`src/rtl/ifr_pkg.sv`:
```
package ifr_pkg;
  localparam int LINE_OFF_W = 5;
  localparam int MAX_TCM    = 4;

  typedef enum logic [2:0] {
    ST_IDLE,
    ST_TCM,
    ST_CREQ,
    ST_CWAIT,
    ST_RESP
  } ifr_state_e;
endpackage

```
`src/rtl/ifr_range_decode.sv`:
```
module ifr_range_decode #(
  parameter int ADDR_W  = 31,
  parameter int NUM_TCM = 4,
  parameter logic [NUM_TCM-1:0]             TCM_EN   = '1,
  parameter logic [NUM_TCM-1:0][ADDR_W-1:0] TCM_BASE = '0,
  parameter logic [NUM_TCM-1:0][7:0]        TCM_LG   = '0
) (
  input  logic [ADDR_W-1:0]  addr,
  output logic [NUM_TCM-1:0] grant
);
  logic [NUM_TCM-1:0] raw;

  for (genvar k = 0; k < NUM_TCM; k++) begin : g_win
    localparam logic [ADDR_W-1:0] MASK = {ADDR_W{1'b1}} << TCM_LG[k];
    if (TCM_EN[k]) begin : g_on
      if ((TCM_BASE[k] & ~MASK) != '0) begin : g_misaligned
        $error("window base not aligned to its size");
      end
      if (TCM_LG[k] >= ADDR_W) begin : g_too_big
        $error("window size exceeds address space");
      end
      assign raw[k] = ((addr & MASK) == TCM_BASE[k]);
    end else begin : g_off
      assign raw[k] = 1'b0;
    end
  end

  // lowest index wins when windows overlap
  always_comb begin : p_prio
    logic taken;
    taken = 1'b0;
    for (int k = 0; k < NUM_TCM; k++) begin
      grant[k] = raw[k] & ~taken;
      taken    = taken | raw[k];
    end
  end
endmodule

```
`src/rtl/ifr_maint_filter.sv`:
```
module ifr_maint_filter
  import ifr_pkg::*;
#(
  parameter int ADDR_W   = 31,
  parameter int NUM_TCM  = 4,
  parameter bit CACHE_EN = 1'b1
) (
  input  logic                         clk,
  input  logic                         rst_n,
  input  logic                         mreq_valid,
  input  logic                         mreq_op,
  input  logic [ADDR_W-LINE_OFF_W-1:0] mreq_line,
  input  logic [NUM_TCM-1:0]           win_grant,
  output logic                         ic_mnt_valid,
  output logic                         ic_mnt_op,
  output logic [ADDR_W-1:0]            ic_mnt_addr
);
  logic in_window;
  assign in_window = |win_grant;

  if (CACHE_EN) begin : g_fwd
    always_ff @(posedge clk or negedge rst_n) begin
      if (!rst_n) begin
        ic_mnt_valid <= 1'b0;
        ic_mnt_op    <= 1'b0;
        ic_mnt_addr  <= '0;
      end else begin
        ic_mnt_valid <= mreq_valid & ~in_window;
        if (mreq_valid && !in_window) begin
          ic_mnt_op   <= mreq_op;
          ic_mnt_addr <= {mreq_line, {LINE_OFF_W{1'b0}}};
        end
      end
    end


    mnt_forward_chk: assert property (@(posedge clk) disable iff (!rst_n)
      (mreq_valid && !in_window) |=> (ic_mnt_valid && ic_mnt_op == $past(mreq_op)));
  end else begin : g_none
    assign ic_mnt_valid = 1'b0;
    assign ic_mnt_op    = 1'b0;
    assign ic_mnt_addr  = '0;
  end


  mnt_drop_chk: assert property (@(posedge clk) disable iff (!rst_n)
    (mreq_valid && in_window) |=> !ic_mnt_valid);
endmodule

```
`src/rtl/ifr_fetch_ctrl.sv`:
```
module ifr_fetch_ctrl
  import ifr_pkg::*;
#(
  parameter int ADDR_W   = 31,
  parameter int DATA_W   = 32,
  parameter int NUM_TCM  = 4,
  parameter bit CACHE_EN = 1'b1
) (
  input  logic                           clk,
  input  logic                           rst_n,
  input  logic                           req_valid,
  output logic                           req_ready,
  input  logic [ADDR_W-1:0]              req_addr,
  input  logic [NUM_TCM-1:0]             win_grant,
  output logic                           rsp_valid,
  input  logic                           rsp_ready,
  output logic [DATA_W-1:0]              rsp_data,
  output logic                           rsp_err,
  output logic [NUM_TCM-1:0]             tcm_rd,
  input  logic [NUM_TCM-1:0][DATA_W-1:0] tcm_rdata,
  output logic                           ic_req_valid,
  input  logic                           ic_req_ready,
  output logic [ADDR_W-1:0]              ic_req_addr,
  input  logic                           ic_rsp_valid,
  input  logic [DATA_W-1:0]              ic_rsp_data
);
  localparam int SEL_W = (NUM_TCM > 1) ? $clog2(NUM_TCM) : 1;

  ifr_state_e        state_q, state_d;
  logic [ADDR_W-1:0] addr_q;
  logic [SEL_W-1:0]  sel_q, sel_d;
  logic [DATA_W-1:0] data_q;
  logic              err_q;
  logic              accept, hit;

  assign hit    = |win_grant;
  assign accept = req_valid & (state_q == ST_IDLE);

  always_comb begin
    sel_d = '0;
    for (int k = NUM_TCM - 1; k >= 0; k--) begin
      if (win_grant[k]) sel_d = SEL_W'(k);
    end
  end

  always_comb begin
    state_d = state_q;
    case (state_q)
      ST_IDLE: begin
        if (accept) begin
          if (hit)           state_d = ST_TCM;
          else if (CACHE_EN) state_d = ST_CREQ;
          else               state_d = ST_RESP;
        end
      end
      ST_TCM:   state_d = ST_RESP;
      ST_CREQ:  if (ic_req_ready) state_d = ST_CWAIT;
      ST_CWAIT: if (ic_rsp_valid) state_d = ST_RESP;
      ST_RESP:  if (rsp_ready)    state_d = ST_IDLE;
      default:  state_d = ST_IDLE;
    endcase
  end

  always_ff @(posedge clk or negedge rst_n) begin
    if (!rst_n) begin
      state_q <= ST_IDLE;
      addr_q  <= '0;
      sel_q   <= '0;
      data_q  <= '0;
      err_q   <= 1'b0;
    end else begin
      state_q <= state_d;
      if (accept) begin
        addr_q <= req_addr;
        sel_q  <= sel_d;
        if (!hit && !CACHE_EN) begin
          data_q <= '0;
          err_q  <= 1'b1;
        end
      end
      if (state_q == ST_TCM) begin
        data_q <= tcm_rdata[sel_q];
        err_q  <= 1'b0;
      end
      if (state_q == ST_CWAIT && ic_rsp_valid) begin
        data_q <= ic_rsp_data;
        err_q  <= 1'b0;
      end
    end
  end

  assign req_ready    = (state_q == ST_IDLE);
  assign tcm_rd       = accept ? win_grant : '0;
  assign rsp_valid    = (state_q == ST_RESP);
  assign rsp_data     = data_q;
  assign rsp_err      = err_q;
  assign ic_req_valid = CACHE_EN && (state_q == ST_CREQ);
  assign ic_req_addr  = addr_q;


  tcm_onehot_chk: assert property (@(posedge clk) disable iff (!rst_n)
    $onehot0(tcm_rd));

  tcm_no_cache_chk: assert property (@(posedge clk) disable iff (!rst_n)
    (|tcm_rd) |=> !ic_req_valid);

  single_fetch_chk: assert property (@(posedge clk) disable iff (!rst_n)
    rsp_valid |-> !req_ready);

  rsp_hold_chk: assert property (@(posedge clk) disable iff (!rst_n)
    (rsp_valid && !rsp_ready) |=> (rsp_valid && $stable(rsp_data) && $stable(rsp_err)));

  creq_hold_chk: assert property (@(posedge clk) disable iff (!rst_n)
    (ic_req_valid && !ic_req_ready) |=> (ic_req_valid && $stable(ic_req_addr)));
endmodule

```
`src/rtl/ifetch_router.sv`:
```
module ifetch_router
  import ifr_pkg::*;
#(
  parameter int ADDR_W   = 31,
  parameter int DATA_W   = 32,
  parameter int NUM_TCM  = 4,
  parameter bit CACHE_EN = 1'b1,
  parameter logic [NUM_TCM-1:0]             TCM_EN   = 4'b0111,
  parameter logic [NUM_TCM-1:0][ADDR_W-1:0] TCM_BASE =
    {31'h0020_0000, 31'h0010_0000, 31'h0001_0000, 31'h0000_0000},
  parameter logic [NUM_TCM-1:0][7:0]        TCM_LG   = {8'd12, 8'd10, 8'd14, 8'd12}
) (
  input  logic                           clk,
  input  logic                           rst_n,
  input  logic                           req_valid,
  output logic                           req_ready,
  input  logic [ADDR_W-1:0]              req_addr,
  output logic                           rsp_valid,
  input  logic                           rsp_ready,
  output logic [DATA_W-1:0]              rsp_data,
  output logic                           rsp_err,
  output logic [NUM_TCM-1:0]             tcm_rd,
  output logic [NUM_TCM-1:0][ADDR_W-1:0] tcm_addr,
  input  logic [NUM_TCM-1:0][DATA_W-1:0] tcm_rdata,
  output logic                           ic_req_valid,
  input  logic                           ic_req_ready,
  output logic [ADDR_W-1:0]              ic_req_addr,
  input  logic                           ic_rsp_valid,
  input  logic [DATA_W-1:0]              ic_rsp_data,
  input  logic                           mreq_valid,
  input  logic                           mreq_op,
  input  logic [ADDR_W-1:0]              mreq_addr,
  output logic                           ic_mnt_valid,
  output logic                           ic_mnt_op,
  output logic [ADDR_W-1:0]              ic_mnt_addr
);
  if (NUM_TCM < 1 || NUM_TCM > MAX_TCM) begin : g_bad_count
    $error("NUM_TCM must be between 1 and 4");
  end
  if (!CACHE_EN && TCM_EN == '0) begin : g_no_memory
    $error("cache disabled requires at least one enabled window");
  end

  logic [NUM_TCM-1:0] fetch_grant, mnt_grant;

  ifr_range_decode #(
    .ADDR_W(ADDR_W), .NUM_TCM(NUM_TCM),
    .TCM_EN(TCM_EN), .TCM_BASE(TCM_BASE), .TCM_LG(TCM_LG)
  ) u_fetch_dec (
    .addr  (req_addr),
    .grant (fetch_grant)
  );

  ifr_range_decode #(
    .ADDR_W(ADDR_W), .NUM_TCM(NUM_TCM),
    .TCM_EN(TCM_EN), .TCM_BASE(TCM_BASE), .TCM_LG(TCM_LG)
  ) u_mnt_dec (
    .addr  (mreq_addr),
    .grant (mnt_grant)
  );

  for (genvar k = 0; k < NUM_TCM; k++) begin : g_off
    localparam logic [ADDR_W-1:0] KEEP = ~({ADDR_W{1'b1}} << TCM_LG[k]);
    if (TCM_EN[k]) begin : g_on
      assign tcm_addr[k] = req_addr & KEEP;
    end else begin : g_idle
      assign tcm_addr[k] = '0;
    end
  end

  ifr_fetch_ctrl #(
    .ADDR_W(ADDR_W), .DATA_W(DATA_W), .NUM_TCM(NUM_TCM), .CACHE_EN(CACHE_EN)
  ) u_ctrl (
    .clk          (clk),
    .rst_n        (rst_n),
    .req_valid    (req_valid),
    .req_ready    (req_ready),
    .req_addr     (req_addr),
    .win_grant    (fetch_grant),
    .rsp_valid    (rsp_valid),
    .rsp_ready    (rsp_ready),
    .rsp_data     (rsp_data),
    .rsp_err      (rsp_err),
    .tcm_rd       (tcm_rd),
    .tcm_rdata    (tcm_rdata),
    .ic_req_valid (ic_req_valid),
    .ic_req_ready (ic_req_ready),
    .ic_req_addr  (ic_req_addr),
    .ic_rsp_valid (ic_rsp_valid),
    .ic_rsp_data  (ic_rsp_data)
  );

  ifr_maint_filter #(
    .ADDR_W(ADDR_W), .NUM_TCM(NUM_TCM), .CACHE_EN(CACHE_EN)
  ) u_mfilt (
    .clk          (clk),
    .rst_n        (rst_n),
    .mreq_valid   (mreq_valid),
    .mreq_op      (mreq_op),
    .mreq_line    (mreq_addr[ADDR_W-1:LINE_OFF_W]),
    .win_grant    (mnt_grant),
    .ic_mnt_valid (ic_mnt_valid),
    .ic_mnt_op    (ic_mnt_op),
    .ic_mnt_addr  (ic_mnt_addr)
  );


  no_cache_quiet_chk: assert property (@(posedge clk) disable iff (!rst_n)
    !CACHE_EN |-> (!ic_req_valid && !ic_mnt_valid));
endmodule

```
`config.mk`:
```
export PLATFORM = sky130hd
export DESIGN_NAME = ifetch_router
export DESIGN_NICKNAME = d
export VERILOG_FILES = /design/src/rtl/ifr_pkg.sv /design/src/rtl/ifr_range_decode.sv /design/src/rtl/ifr_maint_filter.sv /design/src/rtl/ifr_fetch_ctrl.sv /design/src/rtl/ifetch_router.sv
export SDC_FILE = /design/constraint.sdc
export NUM_CORES = 1
export LEC_CHECK = 0
export ABC_AREA = 1
export BUFFER_PORTS_ARGS = -buffer_cell sky130_fd_sc_hd__buf_2
export CORE_AREA = 2 2 179 181
export CTS_BUF_LIST = sky130_fd_sc_hd__clkbuf_4 sky130_fd_sc_hd__clkbuf_8
export CTS_CLUSTER_DIAMETER = 200
export DETAILED_ROUTE_END_ITERATION = 16
export DIE_AREA = 0 0 181 183
export HOLD_SLACK_MARGIN = 0.1
export PLACE_DENSITY = 0.53
export SYNTH_ARGS = -nofsm -noshare
export SYNTH_HDL_FRONTEND = slang
export SYNTH_SLANG_ARGS = --single-unit
export TNS_END_PERCENT = 5
```
`constraint.sdc`:
```
create_clock -name clk -period 1.3 [get_ports clk]
set_input_delay 0.26 -clock clk [delete_from_list [all_inputs] [get_ports clk]]
set_output_delay 0.26 -clock clk [all_outputs]
set_load 0.02 [all_outputs]
```
== Word-level counts from Yosys, hierarchy flattened ==
Index checks and enable logic that the tools add are counted.
Storage, ports and cells
  bits of input ports: 230
  bits in registers: 97
  logic and storage cells: 60
Cells by class
  $lt $le $gt $ge: 1
  equality and inequality tests: 12
  muxes and demuxes: 16
  reductions and logical operators: 10
  bitwise logic cells: 13
Operator list (count)
  $mux 32: 3
  $bmux 32 s2: 1
  $logic_not 31->1: 2
  $eq 21x11->1 const B: 2
  $eq 17x3->1 const B: 2
  $mux 3: 5
  $pmux 3 s5: 1
  $mux 2: 4
  $and 1x1->1: 6
  $eq 3x2->1 const B: 2
  $ne 2x1->1 const B: 3
  $reduce_or 3->1: 2
  $not 1->1: 5
  $reduce_and 4->1: 1
  $eq 3x1->1 const B: 1
  $eq 3x3->1 const B: 1
  $logic_not 3->1: 1
  $lt 2x3->1 const B: 1
  $logic_and 1x1->1: 2
  $mux 1: 2
  $ne 2x2->1 const B: 1
  $or 1x1->1: 2
  $reduce_bool 2->1: 1
  $logic_not 1->1: 1

== Longest topological paths before layout ==
  depth in word-level cells: 8
  gate-level depth with buffers: 11
  gate-level depth less buffers: 10

== Cells and area by module ==
A second synthesis with hierarchy kept.
Second synthesis, totals
  cell total of the unflattened synthesis: 1083
  area total of the unflattened synthesis: 7119.3 um^2
Modules (own cells, without submodules)
  ifr_fetch_ctrl: instances 1, area an instance 4596.9 um^2, cells each 738
  ifr_maint_filter: instances 1, area an instance 1214.9 um^2, cells each 128
  ifetch_router: instances 1, area an instance 934.6 um^2, cells each 125
  ifr_range_decode: instances 2, area an instance 186.4 um^2, cells each 46

== Worst setup path after synthesis ==
No wires, ideal clock.
  path type: reg-to-output
  start: register u_ctrl.state_q[1]
  end: output tcm_rd[0]
  arrival: 1347 ps
  path slack: -307 ps
  buffers on the path: 1
  stages on the path, launching flop included: 7
  path through: dfrtp_1 nor2_2 nand2_2 inv_4 nand2_8 buf_2 nor2_1
Between the ends
  word-level cells in the longest chain between the ends: 3
RTL lines
  start, declared: line ifr_fetch_ctrl.sv:29  | ifr_state_e state_q, state_d;
  start signal, assigned: line ifr_fetch_ctrl.sv:72  | state_q <= state_d;
  $logic_not 3->1
  named net req_ready: line ifetch_router.sv:16  | output logic req_ready,
  $and 1x1->1: line ifr_fetch_ctrl.sv:37  | assign accept = req_valid & (state_q == ST_IDLE);
  $mux 3: line ifr_fetch_ctrl.sv:93  | assign tcm_rd = accept ? win_grant : '0;
  end, declared: line ifetch_router.sv:22  | output logic [NUM_TCM-1:0] tcm_rd,
The timed path passes the listed nets, and every way through them passes these cells.

== Final worst setup path ==
  start: register u_ctrl.state_q[1]
  end: output tcm_rd[2]
Between the ends
  word-level cells in the longest chain between the ends: 3
RTL lines (line)
  $logic_not 3->1: ifr_fetch_ctrl.sv:37
  $and 1x1->1: ifr_fetch_ctrl.sv:37
  $mux 3: ifr_fetch_ctrl.sv:93
Every way passes these cells.

==> metrics <==
Layout Utilization 0.285; pin count of the biggest net entering global routing 31; H-tree lvl count 3; ys async rst share 1.00; Data arrival, critical path ~1.4 ns; hold_ws ~0.13 ns; hold crit path type in -> reg; Post-synth EDFFs 0; Setup CP Type reg -> out; DP HPWL roughly 19000 um; Distinct cells, synth 31; Total Routing Usage GR 0.148; drt pass-1 iters 4; first-pass GRT wire length 36600 um; worst r2r dst u_ctrl.ic_req_addr[15]; RR Startpoint u_ctrl.state_q[1]; Reg2Reg Depth 7; clk slew on worst S/H paths 0.11 ns; die height around 180 um; vias in the first global route 6296; TritonCTS clock tree built; RSZ-0062 raised after global routing true; full die area ~33000 um2; CP startpoint kind register; DRC viols 0; Critical Path End tcm_rd[2]; WP data required approximately 1.0 ns; Synth area leaders dfrtp_1 (39%), buf_4 (17%), nor2_1 (7.1%); Routed Antenna Nets 0; # rows 65; Total Power between 10 and 15 mW; via count of the routed design 6423; total wire length approximately 25000 um; Leakage roughly 4.7 nW; DR iter-0 viols about 300; gp weighted congestion just over 0.8; total number of yosys warnings 0; GRT Residual Overflow 0; initial antenna violation count 1; FF+latch count, synth between 90 and 100; fin crit share 1.30; status finished with violations; Vias per Instance approximately 4; layout cells sized above 1 0.440; fin crit period between 1.5 and 2 ns; skew final 0.0200 ns; max-slew violations 0; MaxCap Viol Count 0; fmax approximately 0.6 GHz; failing checks negative setup slack; register area share after synthesis 0.393; core area between 30000 and 40000 um2; setup TNS -14.64 ns; die width roughly 180 um; Yosys top cell area share 0.393; PwrDens between 1500 and 2000 nW/um2; endpoints failing hold 0; CTS Sinks 96; syn_area_per_cell between 8 and 9 um2; CTS buffer count 9; Top FF cell, synth dfrtp_1; clock root buffer clkbuf_8; Nets between 1000 and 1500; Final WS setup -0.391 ns; mean routed wirelength per cell about 16 um; Port Buffer Count roughly 360; Synth Instances approximately 760; Setup crit end kind primary output; mapped cell area 6120 um2; top cells by count, synth buf_4 (135), nor2_1 (115), nand2_1 (99); maximum vdd drop between 0.8 and 0.9 mV; area leader, netlist dfrtp_1; # setup viols final 71; most frequent cell after synthesis buf_4; area grow syn2layout 45.4%; Crit Path Max Fanout 6; Ports ~460; setup slack, reg-to-reg -0.25 ns; worst-skew pair later-pin latency 0.40 ns; Starting Density 0.196; Clock Tree Buf Depth 2; Critical Path Start u_ctrl.state_q[1]
==> layer usage <==
metal	vias up	GRT usage	wire (um)
met2	341	0.266	12400
met5	-	0	13
met4	2	0.0468	514
met3	23	0.0302	1720
li1	3061	-	-
met1	2996	0.178	10400
==> flip-flops by register name, indices dropped and copies added (netlist names) <==
signal and flops:
u_ctrl.ic_req_addr 31, u_mfilt.ic_mnt_addr 26, u_ctrl.sel_q 2, u_ctrl.rsp_data 32
u_mfilt.ic_mnt_op 1, u_mfilt.ic_mnt_valid 1, u_ctrl.state_q 3
==> cell usage in the layout (no fill, tap or decap), types with 2 or more instances in the layout <==
master           n
a21oi_1         54
nor2_4           5
dfrtp_1         93
dfrtp_2          3
mux2_4          21
buf_12          14
clkbuf_8        10
buf_4           62
o21ai_0         78
nand3_2          2
o22ai_1         30
inv_6            2
conb_1          95
nor3_1           3
nand2_1         99
inv_2            5
buf_6            7
nand3_1         10
mux2_2           4
nand2_2          2
o21ai_1         14
dlygate4sd3_1   27
a21oi_2         13
o22ai_2          2
inv_1           31
nor2_1         112
inv_4            2
buf_2          350
inv_8            2
==> where the power goes <==
part,switching [mW],internal [mW],total (mW)
Clock,1.29,0.795,2.09
Combinational,4.35,2.98,7.33
Sequential,0.619,4.10,4.72
Total,6.26,7.87,14.1
==> cell families after synthesis <==
family,Yosys count,share of synthesized area
simple gates,238,0.157
buf+inv,209,0.225
compound gates,193,0.166
flops,96,0.393
mux,25,0.0589
other cells,1,0.000613
==> worst min path at each step <==
| stage | start | endpoint | slack, ns | depth (start not counted) |
|---|---|---|---|---|
| finish | req_addr[21] | u_ctrl.ic_req_addr[21] | 0.13 | 2 |
| global route | req_addr[21] | u_ctrl.ic_req_addr[21] | 0.10 | 2 |
| CTS | req_addr[8] | u_ctrl.ic_req_addr[8] | 0.10 | 2 |
| detailed placement | rst_n | u_ctrl.ic_req_addr[0] | 0.22 | 1 |
| global placement | rst_n | u_ctrl.ic_req_addr[0] | 0.21 | 1 |
| floorplan | rst_n | u_ctrl.ic_req_addr[0] | -0.04 | 0 |
==> stage by stage <==
step / cells / cell area (um2) / setup slack, ns
2_1_floorplan: 856 / 6500 / -0.0942
3_3_place_gp: 1516 / 8280 / -0.378
3_5_place_dp: 1516 / 8280 / -0.354
4_1_cts: 1563 / 8850 / -0.451
5_1_grt: 1563 / 8900 / -0.507
6_report: 1564 / 8900 / -0.391
==> worst max-delay path, cell delays in order, from the launching register on <==
cell and delay [ns]:
dfrtp_2 0.45, nor2_4 0.12, nand2_2 0.07, inv_4 0.08, nand2_8 0.08, nor2_4 0.11, buf_6 0.12
==> area by class of cell <==
cell class                      count  area (um2)
Fill cell                        3409       22300
Multi-Input combinational cell    551        2800
Timing Repair Buffer              460        2850
Antenna cell                        1        2.50
Tap cell                          402         503
Clock inverter                      6        56.3
Inverter                           38         148
Sequential cell                    96        2410
Clock buffer                       10         138
==> what timing repair did <==
action,CTS,global route
setup buffers,4,0
cloned,0,0
resized for setup,27,12
endpoints found under the setup margin,71,74
hold endpoints to repair,45,0
hold buffers,27,0
pin swaps,3,1
No activity file was read; power rests on OpenSTA's default activity.
